--- config.mk ---
export PLATFORM = sky130hd
export DESIGN_NAME = edo_page_ctrl
export DESIGN_NICKNAME = d
export VERILOG_FILES = /design/src/rtl/edo_pkg.sv /design/src/rtl/edo_ctrl.sv /design/src/rtl/edo_datapath.sv /design/src/rtl/edo_page_ctrl.sv
export SDC_FILE = /design/constraint.sdc
export NUM_CORES = 1
export LEC_CHECK = 0
export BUFFER_PORTS_ARGS = -buffer_cell sky130_fd_sc_hd__clkbuf_2
export CAP_MARGIN = 20
export CORE_ASPECT_RATIO = 0.8
export CORE_UTILIZATION = 46
export DETAILED_ROUTE_END_ITERATION = 10
export GPL_TIMING_DRIVEN = 0
export PLACE_DENSITY_LB_ADDON = 0.25
export SKIP_CTS_REPAIR_TIMING = 1
export SYNTH_ARGS = -nofsm -noshare
export SYNTH_HDL_FRONTEND = slang
export SYNTH_SLANG_ARGS = --single-unit
--- constraint.sdc ---
create_clock -name clk -period 2.1 [get_ports clk]
set_input_delay 0.42 -clock clk [delete_from_list [all_inputs] [get_ports clk]]
set_output_delay 0.42 -clock clk [all_outputs]
set_load 0.01 [all_outputs]
--- src/rtl/edo_pkg.sv ---
package edo_pkg;

  typedef enum logic [2:0] {
    ST_IDLE,
    ST_RSET,
    ST_ACT,
    ST_CSET,
    ST_CAS,
    ST_CP,
    ST_PRE
  } edoState_t;

  typedef struct packed {
    logic loadReq;
    logic rasOn;
    logic selCol;
    logic casOn;
    logic weOn;
    logic oeOn;
    logic dqDrive;
    logic capture;
  } edoStrobe_t;

endpackage

--- src/rtl/edo_ctrl.sv ---
module edo_ctrl import edo_pkg::*; #(
  parameter int RCD_CYC     = 5,
  parameter int CAS_CYC     = 2,
  parameter int CP_CYC      = 2,
  parameter int RP_CYC      = 6,
  parameter int RAS_MAX_CYC = 2000
) (
  input  logic       clk,
  input  logic       rstN,
  input  logic       reqValid,
  input  logic       rowHit,
  input  logic       curWrite,
  input  logic       refReq,
  output logic       reqReady,
  output edoStrobe_t strobe
);

  localparam int PAGE_CYC = 1 + CAS_CYC + CP_CYC;
  localparam int CNT_W    = $clog2(RCD_CYC + CAS_CYC + CP_CYC + RP_CYC + 1);
  localparam int RAS_W    = $clog2(RAS_MAX_CYC + PAGE_CYC + 1);
  localparam logic [CNT_W-1:0] RCD_LD = CNT_W'(RCD_CYC - 1);
  localparam logic [CNT_W-1:0] CAS_LD = CNT_W'(CAS_CYC - 1);
  localparam logic [CNT_W-1:0] CP_LD  = CNT_W'(CP_CYC - 1);
  localparam logic [CNT_W-1:0] RP_LD  = CNT_W'(RP_CYC - 1);
  localparam logic [RAS_W-1:0] PAGE_W = RAS_W'(PAGE_CYC);
  localparam logic [RAS_W-1:0] LIM_W  = RAS_W'(RAS_MAX_CYC);

  edoState_t        state, stateNxt;
  logic [CNT_W-1:0] cnt, cntNxt;
  logic [RAS_W-1:0] rasCnt;
  logic             lastCp, rasMaxHit, accept, inCol;

  assign lastCp    = (state == ST_CP) && (cnt == '0);
  assign rasMaxHit = (rasCnt + PAGE_W) >= LIM_W;
  assign reqReady  = !refReq &&
                     ((state == ST_IDLE) || (lastCp && rowHit && !rasMaxHit));
  assign accept    = reqReady && reqValid;
  assign inCol     = (state == ST_CSET) || (state == ST_CAS) || (state == ST_CP);

  always_comb begin
    stateNxt = state;
    cntNxt   = (cnt == '0) ? '0 : cnt - 1'b1;
    unique case (state)
      ST_IDLE: if (accept) stateNxt = ST_RSET;
      ST_RSET: begin stateNxt = ST_ACT; cntNxt = RCD_LD; end
      ST_ACT:  if (cnt == '0) stateNxt = ST_CSET;
      ST_CSET: begin stateNxt = ST_CAS; cntNxt = CAS_LD; end
      ST_CAS:  if (cnt == '0) begin stateNxt = ST_CP; cntNxt = CP_LD; end
      ST_CP:   if (cnt == '0) begin
                 if (accept) stateNxt = ST_CSET;
                 else begin stateNxt = ST_PRE; cntNxt = RP_LD; end
               end
      ST_PRE:  if (cnt == '0) stateNxt = ST_IDLE;
      default: stateNxt = ST_IDLE;
    endcase
  end

  always_ff @(posedge clk) begin
    if (!rstN) begin
      state  <= ST_IDLE;
      cnt    <= '0;
      rasCnt <= '0;
    end else begin
      state  <= stateNxt;
      cnt    <= cntNxt;
      rasCnt <= strobe.rasOn ? rasCnt + 1'b1 : '0;
    end
  end

  always_comb begin
    strobe.loadReq = accept;
    strobe.rasOn   = (state == ST_ACT) || inCol;
    strobe.selCol  = inCol;
    strobe.casOn   = (state == ST_CAS);
    strobe.weOn    = curWrite && inCol;
    strobe.oeOn    = !curWrite && ((state == ST_CAS) || (state == ST_CP));
    strobe.dqDrive = curWrite && inCol;
    strobe.capture = lastCp && !curWrite;
  end

endmodule

--- src/rtl/edo_datapath.sv ---
module edo_datapath import edo_pkg::*; #(
  parameter int ROW_W  = 12,
  parameter int COL_W  = 10,
  parameter int DATA_W = 16
) (
  input  logic                                 clk,
  input  logic                                 rstN,
  input  edoStrobe_t                           strobe,
  input  logic                                 reqWrite,
  input  logic [ROW_W+COL_W-1:0]               reqAddr,
  input  logic [1:0]                           reqBe,
  input  logic [DATA_W-1:0]                    reqWdata,
  output logic                                 rowHit,
  output logic                                 curWrite,
  output logic                                 dramRasN,
  output logic                                 dramCasLN,
  output logic                                 dramCasHN,
  output logic                                 dramWeN,
  output logic                                 dramOeN,
  output logic [(ROW_W>COL_W?ROW_W:COL_W)-1:0] dramAddr,
  output logic [DATA_W-1:0]                    dramDqOut,
  output logic                                 dramDqOe,
  input  logic [DATA_W-1:0]                    dramDqIn,
  output logic                                 rspValid,
  output logic [DATA_W-1:0]                    rspData
);

  localparam int ADDR_W = ROW_W + COL_W;
  localparam int PIN_W  = (ROW_W > COL_W) ? ROW_W : COL_W;
  localparam int LANES  = 2;
  localparam int LANE_W = DATA_W / LANES;

  logic [ROW_W-1:0]  curRow;
  logic [COL_W-1:0]  curCol;
  logic [LANES-1:0]  curBe;
  logic [DATA_W-1:0] curWdata, maskedIn;

  always_ff @(posedge clk) begin
    if (!rstN) begin
      curRow   <= '0;
      curCol   <= '0;
      curBe    <= '0;
      curWrite <= 1'b0;
      curWdata <= '0;
    end else if (strobe.loadReq) begin
      curRow   <= reqAddr[ADDR_W-1:COL_W];
      curCol   <= reqAddr[COL_W-1:0];
      curBe    <= reqBe;
      curWrite <= reqWrite;
      curWdata <= reqWdata;
    end
  end

  assign rowHit    = (reqAddr[ADDR_W-1:COL_W] == curRow);
  assign dramRasN  = !strobe.rasOn;
  assign dramCasLN = !(strobe.casOn && curBe[0]);
  assign dramCasHN = !(strobe.casOn && curBe[1]);
  assign dramWeN   = !strobe.weOn;
  assign dramOeN   = !strobe.oeOn;
  assign dramAddr  = strobe.selCol ? PIN_W'(curCol) : PIN_W'(curRow);
  assign dramDqOut = curWdata;
  assign dramDqOe  = strobe.dqDrive;

  for (genvar g = 0; g < LANES; g++) begin : g_lane
    assign maskedIn[g*LANE_W +: LANE_W] =
      curBe[g] ? dramDqIn[g*LANE_W +: LANE_W] : '0;
  end

  always_ff @(posedge clk) begin
    if (!rstN) begin
      rspValid <= 1'b0;
      rspData  <= '0;
    end else begin
      rspValid <= strobe.capture;
      if (strobe.capture) rspData <= maskedIn;
    end
  end

endmodule

--- src/rtl/edo_page_ctrl.sv ---
module edo_page_ctrl import edo_pkg::*; #(
  parameter int ROW_W       = 12,
  parameter int COL_W       = 10,
  parameter int DATA_W      = 16,
  parameter int RCD_CYC     = 5,
  parameter int CAS_CYC     = 2,
  parameter int CP_CYC      = 2,
  parameter int RP_CYC      = 6,
  parameter int RAS_MAX_CYC = 2000
) (
  input  logic                                 clk,
  input  logic                                 rstN,
  input  logic                                 reqValid,
  output logic                                 reqReady,
  input  logic                                 reqWrite,
  input  logic [ROW_W+COL_W-1:0]               reqAddr,
  input  logic [1:0]                           reqBe,
  input  logic [DATA_W-1:0]                    reqWdata,
  input  logic                                 refReq,
  output logic                                 rspValid,
  output logic [DATA_W-1:0]                    rspData,
  output logic                                 dramRasN,
  output logic                                 dramCasLN,
  output logic                                 dramCasHN,
  output logic                                 dramWeN,
  output logic                                 dramOeN,
  output logic [(ROW_W>COL_W?ROW_W:COL_W)-1:0] dramAddr,
  output logic [DATA_W-1:0]                    dramDqOut,
  output logic                                 dramDqOe,
  input  logic [DATA_W-1:0]                    dramDqIn
);

  edoStrobe_t strobe;
  logic       rowHit, curWrite;

  edo_ctrl #(
    .RCD_CYC(RCD_CYC), .CAS_CYC(CAS_CYC), .CP_CYC(CP_CYC),
    .RP_CYC(RP_CYC), .RAS_MAX_CYC(RAS_MAX_CYC)
  ) u_ctrl (
    .clk(clk), .rstN(rstN), .reqValid(reqValid), .rowHit(rowHit),
    .curWrite(curWrite), .refReq(refReq), .reqReady(reqReady), .strobe(strobe)
  );

  edo_datapath #(.ROW_W(ROW_W), .COL_W(COL_W), .DATA_W(DATA_W)) u_dp (
    .clk(clk), .rstN(rstN), .strobe(strobe), .reqWrite(reqWrite),
    .reqAddr(reqAddr), .reqBe(reqBe), .reqWdata(reqWdata),
    .rowHit(rowHit), .curWrite(curWrite),
    .dramRasN(dramRasN), .dramCasLN(dramCasLN), .dramCasHN(dramCasHN),
    .dramWeN(dramWeN), .dramOeN(dramOeN), .dramAddr(dramAddr),
    .dramDqOut(dramDqOut), .dramDqOe(dramDqOe), .dramDqIn(dramDqIn),
    .rspValid(rspValid), .rspData(rspData)
  );

endmodule

# After elaboration in Yosys (flattened, before gate mapping)
# Cells that the tools add are included.
dict set report classes {
  add_sub_neg 3
  n_lt_le_gt_ge 1
  n_eq_ne 12
  mux 15
  reduce_logical 27
}
# op n
set ops {}
lappend ops {{3-bit one-hot mux with 7 select lines} 1}
lappend ops {{3-bit 2-to-1 mux} 6}
lappend ops {{4-bit 2-to-1 mux} 4}
lappend ops {{8-bit 2-to-1 mux} 2}
lappend ops {{4-bit one-hot mux with 4 select lines} 1}
lappend ops {{12-bit == test} 1}
lappend ops {{12-bit 2-to-1 mux} 1}
lappend ops {{11-bit by 1-bit adder with 11-bit output, second input constant} 1}
lappend ops {{11-bit by 3-bit adder with 11-bit output, second input constant} 1}
lappend ops {{11-bit >= comparator, second input constant} 1}
lappend ops {{1-bit logical AND} 10}
lappend ops {{3-bit == test, second input constant} 3}
lappend ops {{1-bit logical NOT} 8}
lappend ops {{3-bit by 2-bit == test with 1-bit output, second input constant} 2}
lappend ops {{2-bit by 1-bit inequality test with 1-bit output, second input constant} 3}
lappend ops {{1-bit logical OR} 5}
lappend ops {{5-bit AND reduction} 1}
lappend ops {{4-bit logical NOT} 1}
lappend ops {{2-bit inequality test, second input constant} 2}
lappend ops {{4-bit by 1-bit subtractor with 4-bit output, second input constant} 1}
lappend ops {{3-bit by 1-bit == test with 1-bit output, second input constant} 1}
lappend ops {{3-bit logical NOT} 1}
lappend ops {{2-bit AND reduction} 1}
dict set report word_totals {
  register_bits 76
  elab_cells 68
}

# Longest topological paths before layout
# Gate-level depths: netlist of the first run.
dict set report logic_depth {
  depth_word 10
  ltp_mapped 10
  mapped_depth_nobuf 8
}

# Modules after synthesis
# Synthesis of the first run repeated with hierarchy kept, for this count alone.
dict set report unflattened {
  hier_cells 386
  hier_area_um2 3791.1
}
# module instances cells_per_inst area_each_um2 seq_area_each_um2
set by_module_without_submodules {}
lappend by_module_without_submodules {edo_datapath 1 240 2630.0 1161.1}
lappend by_module_without_submodules {edo_ctrl 1 146 1161.1 360.3}

# Worst setup path after synthesis of the first run
# Ideal clock, no wire load.
dict set report synth_path {
  kind {reg2reg}
  start {reg u_ctrl.rasCnt[0]}
  end {reg u_ctrl.state[0]}
  setup_ps 115
  arrival_time_ps 1987
  required_time_ps 1985
  slack_ps -2
  path_stages_with_launch 10
  n_path_buf 2
  period_less_slack_ps 2102
  path_cell_list {dfxtp_1 ha_1 nor2_1 a2111oi_2 o22ai_2 a211oi_2 nor4b_2 buf_6 buf_12 o21a_1}
}
dict set report synth_via {
  elab_chain_cells 10
  elab_cells_between_ends 12
}
# item line_no
set synth_lines {}
lappend synth_lines {{start: declaration} edo_ctrl.sv:30} ;# logic [RAS_W-1:0] rasCnt;
lappend synth_lines {{start signal: assignment} edo_ctrl.sv:66} ;# rasCnt <= strobe.rasOn ? rasCnt + 1'b1 : '0;
lappend synth_lines {{11-bit by 3-bit adder with 11-bit output *} edo_ctrl.sv:34} ;# assign rasMaxHit = (rasCnt + PAGE_W) >= LIM_W;
lappend synth_lines {{11-bit >= comparator *} edo_ctrl.sv:34}
lappend synth_lines {{1-bit logical NOT *} edo_ctrl.sv:36} ;# ((state == ST_IDLE) || (lastCp && rowHit && !rasMaxHit));
lappend synth_lines {{1-bit logical AND *} edo_ctrl.sv:36}
lappend synth_lines {{1-bit logical OR *} edo_ctrl.sv:36}
lappend synth_lines {{1-bit logical AND *} edo_ctrl.sv:35} ;# assign reqReady = !refReq &&
lappend synth_lines {{1-bit logical AND *} edo_ctrl.sv:37} ;# assign accept = reqReady && reqValid;
lappend synth_lines {{3-bit 2-to-1 mux} edo_ctrl.sv:50} ;# if (accept) stateNxt = ST_CSET;
lappend synth_lines {{3-bit 2-to-1 mux} edo_ctrl.sv:49} ;# ST_CP: if (cnt == '0) begin
lappend synth_lines {{3-bit one-hot mux with 7 select lines} edo_ctrl.sv:43} ;# unique case (state)
lappend synth_lines {{end signal: assignment} edo_ctrl.sv:64} ;# state <= stateNxt;
lappend synth_lines {{end: declaration} edo_ctrl.sv:28} ;# edoState_t state, stateNxt;
# Every way passes the cells marked *; elsewhere a longest branch is shown, timed or not. The select of a mux whose other input is x is not followed.
# A chain may end at the register's enable or synchronous reset.

# Worst setup path after layout of the first run
dict set report layout_path {
  start {reg u_ctrl.rasCnt[0]}
  end {out reqReady}
}
dict set report layout_via {
  elab_chain_cells 6
}
# item line_no
set layout_lines {}
lappend layout_lines {{11-bit by 3-bit adder with 11-bit output} edo_ctrl.sv:34}
lappend layout_lines {{11-bit >= comparator} edo_ctrl.sv:34}
lappend layout_lines {{1-bit logical NOT} edo_ctrl.sv:36}
lappend layout_lines {{1-bit logical AND} edo_ctrl.sv:36}
lappend layout_lines {{1-bit logical OR} edo_ctrl.sv:36}
lappend layout_lines {{1-bit logical AND} edo_ctrl.sv:35}
lappend layout_lines {{end: declaration} edo_page_ctrl.sv:14} ;# output logic reqReady,
# No other way between the ends.

==> results.cfg, run 1 <==
[outcome]
status = complete, but fails checks
violations = setup timing

[grt]
use_met3_pct = 7.14
grt_use_met2_pct = 33.6
grt_overflow_total = 0
grt_pass1_wl_um = 13500
met1_usage_pct = 27.4
grt_antenna_before_repair = 0
grt_usage_pct = 21.5
grt_start_max_net_pins = 15
grt_pass1_vias = 2929
top_usage_layer = met2

[floorplanning]
core_area_mm2 = 0.00743
io_pins = 113
start_util_pct = 47.6
die_h_um = 80.4
die_w_um = 100
row_count = 28
die_area_mm2 = 0.00804

[worst_setup_path]
r2r_start = u_ctrl.rasCnt[0]
critPathCaptureType = output port
cp_max_fo = 6
worstPathRequired_ps = 1680
cp.arrival_ps = 1980
cp-start-kind = flop
critPathKind = reg -> out
r2r_cells = 9
critical_path.startpoint = u_ctrl.rasCnt[0]

[routing]
drc_errors = 0
drt_first_pass_iters = 4
post_drt_wl_per_cell_um = 14.3
vias_per_cell = 5.06
num_vias = 3208
drt_wl_total_um = 9070
detail-route-antenna-nets = 0
drtIter0Drc = 115

[placed_design]
place_congestion = 0.831
portBuffers = 112
dpl.cell_count = 604
place_area_mm2 = 0.00423
dp_slack_ps = -359
hpwl_um = 6160

[timing]
setup_viol = 54
drv_slew = 0
timing.fmax_mhz = 416
slew_headroom_pct = 66.4
grt_setup_unrepaired = yes
min_period_ps = 2400
post-route-period-util_pct = 114
skew_ps = 9.94
finalSetupTns_ps = -6630
worstMarginPinSlew_ps = 503
fin_ws_ps = -303
hold_violations = 0

[logic_synthesis]
syn_area_mm2 = 0.00353
synth_top_area_share_pct = 43.0
synth-main-ff-cell = dfxtp_1
synthTopCellsByArea = dfxtp_1 43%, mux2i_1 12%, nand2_1 10%, xnor2_1 4.5%, a22o_1 4.0%
yosysWarnings = 0
ys_seq_area_share_pct = 43.0
synth-edff-count = 0
synth.distinct_cells = 47
syn_nets = 451
synth_top_area_cell = dfxtp_1
syn-instance-count = 387
ys_async_sr_fraction_pct = 0
synth_seq_cells = 76
syn_avg_cell_area_um2 = 9.13

[pwr]
p_per_area_mw_per_mm2 = 824
ir_drop_mv = 0.488
p_leak_nw = 2.11

[final_layout]
drive_gt1_share_pct = 39.1
n_antenna_cell = 0
layout_commonest_cell = clkbuf_2
syn_to_final_growth_pct = 39.6
nFillCells = 629
layout_common_cells = 101 x clkbuf_2, 94 x nand2_1, 65 x dfxtp_1
design_area_mm2 = 0.00493
fin_util_pct = 66.4
fin_nets = 588
final_cell_count_no_fill = 634

[clock_tree]
clkTransAtPathRegs_ps = 80
clk_latency_ps = 360
cts_root_buffer = clkbuf_8
htree_levels = 3
clock_path_buffers = 2
cts_buffers = 9
clock_sinks = 76
tritoncts = done

[hold_path]
whs_path_depth = 2
hp-class = in -> reg
min_from = dramDqIn[3]

[run]
max_cap_viol_count = 0
==> power breakdown <==
part           internal (mW)  total, mW  switching (mW)
Combinational          0.633       1.22           0.584
Sequential              1.57       1.68           0.113
Clock                  0.591       1.17           0.574
Total                   2.79       4.06            1.27
==> logic make-up (layout without fill, tap and decap cells) <==
logic type               after synthesis  after routing  share of synthesized area, %
multiplexers                          51             51                          14.8
flip-flops                            76             76                          43.0
AO/OA/AOI/OAI                         40             40                          9.13
adder cells (fa/ha/maj)                4              4                          1.35
buffers and inverters                 35            177                          6.12
XOR/XNOR                              25             25                          6.19
AND/OR/NAND/NOR                      156            156                          19.4
==> sequential cells by signal, summed over array words and instances, names as in the netlist <==
signal and count:
u_ctrl.cnt 4, u_ctrl.rasCnt 11, u_ctrl.state 3, u_dp.curBe 2
u_dp.curCol 10, u_dp.curRow 12, u_dp.curWrite 1, u_dp.dramDqOut 16
u_dp.rspData 16, u_dp.rspValid 1
==> Yosys cell counts, types with 2 or more instances <==
cell      count
nand2_1      98
dfxtp_1      76
mux2i_1      41
nor2_1       22
xnor2_1      18
clkbuf_1     17
a22o_1       16
mux2_2       10
inv_1         7
nand3_1       7
xor2_1        7
and3_1        6
nor3_1        5
a21oi_1       4
buf_12        4
buf_2         4
nand4_1       4
o21ai_0       4
ha_1          3
nand2b_1      3
buf_6         2
nor4_1        2
o21a_1        2
or3_1         2
==> final timing paths <==
path	slack, ps	end
max	-300	reqReady
min	270	u_dp.rspData[3]
max reg2reg	-180	u_dp.dramDqOut[10]
min reg2reg	460	u_dp.dramDqOut[13]
==> layout make-up <==
cell class	instances	area [um2]	area share, %
multi-input combinational	276	1980	40.2
clock buffer	10	138	2.79
tap	105	131	2.66
clock inverter	6	71.3	1.45
sequential	76	1550	31.3
inverter	7	31.3	0.634
timing repair buffer	127	821	16.6
buffer	27	211	4.29
==> per-layer routing <==
layer / vias up / wire (um) / part of all wire (%)
met5: - / 0 / 0
met4: 0 / 147 / 1.6
li1: 1577 / - / -
met2: 107 / 4210 / 46
met3: 13 / 592 / 6.5
met1: 1511 / 4110 / 45
==> per-stage QoR <==
step | power, mW | hold WS (ps)
floorplan | 2.31 | 431
global placement | 2.56 | 438
detailed placement | 2.59 | 446
CTS | 3.76 | 253
global route | 4.25 | 253
finish | 4.06 | 267
==> worst max-delay path, stage by stage (launching register included) <==
cell and delay [ps]:
dfxtp_4 370, ha_4 180, o21a_1 190, o31a_1 250, a21oi_2 150, a211oi_2 80
nor3_2 230, buf_2 170
Power figures use the tool's default switching activity.
==> inputs of run 2 (changes only) <==
Settings changed: ABC_AREA set to 1, GPL_ROUTABILITY_DRIVEN set to 0.
==> run 2 against run 1 <==
  * The run still ends with setup timing left
  * Power grew 17%
  * Sequential share of layout area increased by 2.1 points
  * Sequential power rose by 4%
  * Worst setup slack better by 80 ps
  * Critical path type unchanged
  * Critical endpoint unchanged
==> results.cfg, run 2 <==
[routing]
post_drt_wl_per_cell_um = 13.0
drt_first_pass_iters = 4
vias_per_cell = 5.13
wl_met2_um = 4400
drt_wl_total_um = 9280
num_vias = 3669
drtIter0Drc = 168
met3_length_um = 524
detail-route-antenna-nets = 0
drc_errors = 0
routed.top_layer = met4
m1WireLength_um = 4210

[clock_tree]
clkTransAtPathRegs_ps = 70
tritoncts = done
clock_sinks = 76
cts_buffers = 9
htree_levels = 3
cts_root_buffer = clkbuf_8
clk_latency_ps = 340
clock_path_buffers = 2

[final_layout]
fin_nets = 687
layout_commonest_cell = nand2_1
drive_gt1_share_pct = 30.9
syn_to_final_growth_pct = 32.2
n_antenna_cell = 0
layout_common_cells = 111 x nand2_1, 107 x clkbuf_2, 68 x a21oi_1
final_cell_count_no_fill = 715

[logic_synthesis]
synth_top_area_cell = dfxtp_1
syn_nets = 554
syn_area_mm2 = 0.00348
synth_common_cells = 115 x nand2_1, 76 x dfxtp_1, 70 x a21oi_1
synth-edff-count = 0
synthTopCellsByArea = dfxtp_1 44%, nand2_1 12%, a21oi_1 10%, nand3_1 7.8%, inv_1 4.6%
synth_seq_cells = 76
ys_async_sr_fraction_pct = 0
yosysWarnings = 0
synth-main-ff-cell = dfxtp_1
syn_avg_cell_area_um2 = 7.10
ys_seq_area_share_pct = 43.7
syn-instance-count = 490
synth_most_common_cell = nand2_1
synth_top_area_share_pct = 43.7
synth.distinct_cells = 26

[worst_setup_path]
cp.arrival_ps = 1900
critPathKind = reg -> out
cp_max_fo = 5
crit_chain = ha_4 > nor2_4 > nor2_4 > nand3_2 > nand2_1 > nand2_1 > nor2_1 > nand3_1 > nand2_2 > a21oi_2 > buf_6 > buf_6
worstPathRequired_ps = 1680
critPathCaptureType = output port
critPathMaxStageDelay_ps = 360
ff2ff_setup_slack_ps = 130
crit_slowest_cell = dfxtp_2
cp-start-kind = flop

[timing]
slew_headroom_pct = 66.5
worstMarginPinSlew_ps = 502
skew_ps = 8.80
hold_violations = 0
fin_ws_ps = -223
grt_setup_unrepaired = yes
min_period_ps = 2320
setup_viol = 1
timing.fmax_mhz = 430
drv_slew = 0
post-route-period-util_pct = 111

[pwr]
p_leak_nw = 1.91
p_per_area_mw_per_mm2 = 1030
fin_total_pwr_mw = 4.74
ir_drop_mv = 0.714

[grt]
grt_pass1_wl_um = 14700
grt_overflow_total = 0
grt_antenna_before_repair = 0
grt_pass1_vias = 3337
grt_usage_pct = 23.4
grt_start_max_net_pins = 13

[outcome]
violations = setup timing
status = complete, but fails checks

[placed_design]
dpl.cell_count = 689
hpwl_um = 6790
portBuffers = 112

[floorplanning]
row_count = 27
start_util_pct = 49.0
io_pins = 113
die_h_um = 79.8
die_w_um = 99.2
die_area_mm2 = 0.00792
core_area_mm2 = 0.00709

[hold_path]
hp-class = in -> reg

[run]
max_cap_viol_count = 0
run 2: cell types whose count changed after synthesis, sizes merged, moves of 18 or more:
cell and change:
a21oi +67, nand2 +18, nor2 +21, o21ai +23, nand3 +47, inv +38
mux2i -41
run 2: area by class of cell:
| type | count | area [um2] |
|---|---|---|
| repair buffers | 122 | 646 |
| clock buffers | 12 | 165 |
| plain buffers | 25 | 154 |
| inverters | 46 | 173 |
| clock inverters | 4 | 70.1 |
| fillers | 646 | 2500 |
| multi-input cells | 343 | 1740 |
| flip-flops and latches | 76 | 1540 |
| well taps | 87 | 109 |
run 2: final timing paths:
kind,start,endpoint,cells after the start
worst max-delay path,u_ctrl.rasCnt[0],reqReady,12
worst min-delay path,reqWdata[3],u_dp.dramDqOut[3],3
worst max register to register,u_ctrl.rasCnt[0],u_dp.curRow[8],15
worst min register to register,u_ctrl.rasCnt[0],u_ctrl.rasCnt[0],1
run 2: kinds of logic (layout without fill, tap and decap cells):
group | after synthesis | after routing | share of synthesized area [%]
simple gates | 221 | 221 | 27.3
fa+ha+maj | 3 | 3 | 1.08
flops | 76 | 76 | 43.7
xor+xnor | 18 | 18 | 4.53
compound gates | 101 | 101 | 14.8
buf+inv | 71 | 209 | 8.60
run 2: metrics by stage:
step | setup TNS (ps) | instance area (um2) | setup WS, ps | util, % | hold WS [ps]
finish | -223 | 4600 | -223 | 64.8 | 314
global placement | -99.0 | 4150 | -40.0 | 58.5 | 427
global route | -896 | 4600 | -341 | 64.8 | 306
floorplan | 0 | 3480 | 299 | - | 417
detailed placement | -757 | 4150 | -97.5 | 58.5 | 439
CTS | -5200 | 4380 | -477 | 61.8 | 299
run 2: critical path, delay by kind of cell (launching register included):
kind                       cells  cell delay [ps]
and+or+nand+nor                8              730
adders and majority gates      1              160
AOI/OAI and AO/OA              1               70
DFF                            1              360
buffers and inverters          2              240
run 2: per-layer routing:
metal	global-route usage, %	up-vias
li1	-	1849
met1	29.6	1692
met2	39.2	112
met3	5.78	16
met4	8.09	0
met5	0	-
run 2: report_power, final:
part / switching (mW) / leakage, nW / internal (mW) / total (mW)
sequential: 0.119 / 0.623 / 1.63 / 1.75
combinational: 0.998 / 1.17 / 0.706 / 1.70
clock: 0.518 / 0.122 / 0.763 / 1.28
total: 1.64 / 1.91 / 3.10 / 4.74
==> inputs of run 3 (changes only) <==
Settings changed: CORE_UTILIZATION 46 to 51.
Clock period 2.1 ns to 2.4 ns, I/O delays scaled along.
==> run 3 against run 2 <==
  * The run now ends clean
  * Register-to-register slack better by 130 ps
  * Sequential share of layout area is 0.82 points higher
  * Power is 17% lower
  * Via count is 1.2% lower
  * Wire length is 2.9% lower
  * Critical endpoint unchanged
  * Largest cell class unchanged
==> results.cfg, run 3 (synthesized netlist as in run 2, its figures left out) <==
[outcome]
status = complete, no violations

[grt]
grt_overflow_total = 0
grt_pass1_vias = 3082
grt_usage_pct = 24.5
grt_start_max_net_pins = 13
grt_pass1_wl_um = 13500
grt_antenna_before_repair = 0

[placed_design]
portBuffers = 112
hpwl_um = 6560

[timing]
min_period_ps = 2400
worstMarginPinSlew_ps = 504
grt_setup_unrepaired = yes
timing.fmax_mhz = 417
hold_violations = 0
setup_viol = 0
drv_slew = 0
slew_headroom_pct = 66.4
timing.hold.ws_ps = 372
skew_ps = 7.71
post-route-period-util_pct = 99.9

[pwr]
seq_power_share_pct = 39.3
ir_drop_mv = 0.490
combinationalPowerShare_pct = 35.2
p_int_mw = 2.52
p_leak_nw = 1.85
p_per_area_mw_per_mm2 = 876
switchingPower_mw = 1.39
p_sw_share_pct = 35.6
power.share.clock_pct = 25.5

[worst_setup_path]
worstPathRequired_ps = 1920
r2r_start = u_ctrl.state[2]
critPathKind = reg -> out
critPathMaxStageDelay_ps = 360
crit_chain = ha_4 > nor2_2 > nor2_4 > nand3_2 > nand2_1 > nand2_1 > nor2_1 > nand3_1 > nand2_2 > a21oi_2 > buf_6 > buf_6
critical_path.startpoint = u_ctrl.rasCnt[0]
cp_max_fo = 5
ff2ff_setup_slack_ps = 260
r2r-end = u_dp.rspData[12]
worstSetupEndpoint = reqReady
critPathCaptureType = output port
cp.arrival_ps = 1920
r2r_cells = 10
crit_slowest_cell = dfxtp_4
cp-start-kind = flop

[hold_path]
hp-class = in -> reg
min_from = reqWdata[7]
whs_path_depth = 3

[final_layout]
n_antenna_cell = 0
drive_gt1_share_pct = 27.4
layout_common_cells = 113 x nand2_1, 112 x clkbuf_2, 70 x a21oi_1, 70 x dfxtp_1, 53 x nand3_1
fin_nets = 683
layout_commonest_cell = nand2_1
fin_util_pct = 69.0
syn_to_final_growth_pct = 28.4

[clock_tree]
clock_path_buffers = 2
cts_buffers = 9
clock_sinks = 76
tritoncts = done
clk_latency_ps = 340
cts_root_buffer = clkbuf_8
clkTransAtPathRegs_ps = 80
htree_levels = 3

[run]
max_cap_viol_count = 0

[routing]
wl_met2_um = 4190
met3_length_um = 683
detail-route-antenna-nets = 0
vias_per_cell = 5.12
drt_wl_total_um = 9010
drt_first_pass_iters = 5
drtIter0Drc = 167
post_drt_wl_per_cell_um = 12.7
num_vias = 3625
drc_errors = 0
routed.top_layer = met4
m1WireLength_um = 4040

[floorplanning]
die_area_mm2 = 0.00716
die_w_um = 94.3
start_util_pct = 53.7
core_area_mm2 = 0.00647
io_pins = 113
die_h_um = 75.9
row_count = 26
## run 3: cell count changes in the layout (fill, tap and decap cells not counted), sizes merged
cell	change
bufinv	-1
buf	-9
clkbuf	+6
## run 3: power by group through the flow
| stage | Sequential, mW | Combinational (mW) | Clock (mW) |
|---|---|---|---|
| after floorplan | 1.55 | 0.855 | 0 |
| after global placement | 1.55 | 1.20 | 0 |
| after detailed placement | 1.55 | 1.23 | 0 |
| after CTS | 1.52 | 1.24 | 1.01 |
| after global routing | 1.56 | 1.53 | 1.07 |
| final | 1.54 | 1.38 | 0.998 |
## run 3: cell type report
type | instances | area, um2
fillers | 587 | 2010
multi-input cells | 343 | 1710
flip-flops and latches | 76 | 1530
repair buffers | 118 | 612
inverters | 46 | 173
clock buffers | 13 | 159
plain buffers | 25 | 138
well taps | 84 | 105
clock inverters | 3 | 43.8
## run 3: layer usage
| layer | track usage, % | vias to the layer above |
|---|---|---|
| li1 | - | 1844 |
| met4 | 9.40 | 0 |
| met5 | 0 | - |
| met1 | 31.2 | 1647 |
| met2 | 39.6 | 123 |
| met3 | 7.19 | 11 |
## run 3: per-stage QoR
step	instances	setup TNS, ps	worst slack, ps	power (mW)	instance area [um2]
after floorplan	490	0	539	2.40	3480
after global placement	686	0	198	2.74	4140
after detailed placement	686	0	142	2.78	4140
after CTS	702	-1520	-248	3.78	4350
after global routing	708	-133	-133	4.16	4470
final	708	0	3.44	3.91	4470
## run 3: worst min path at each step
| stage | to | slack [ps] |
|---|---|---|
| floorplan | u_ctrl.rasCnt[0] | 420 |
| CTS | u_dp.rspData[0] | 360 |
| global route | u_dp.rspData[0] | 350 |
| detailed placement | u_dp.curCol[8] | 440 |
| finish | u_dp.dramDqOut[7] | 370 |
| global placement | u_ctrl.rasCnt[0] | 430 |
## run 3: worst max-delay path, delay by kind of cell (launching register included)
family                   cells  cell delay, ps
AO/OA/AOI/OAI                1              70
buffers and inverters        2             240
adder cells (fa/ha/maj)      1             140
AND/OR/NAND/NOR              8             770
flip-flops                   1             360
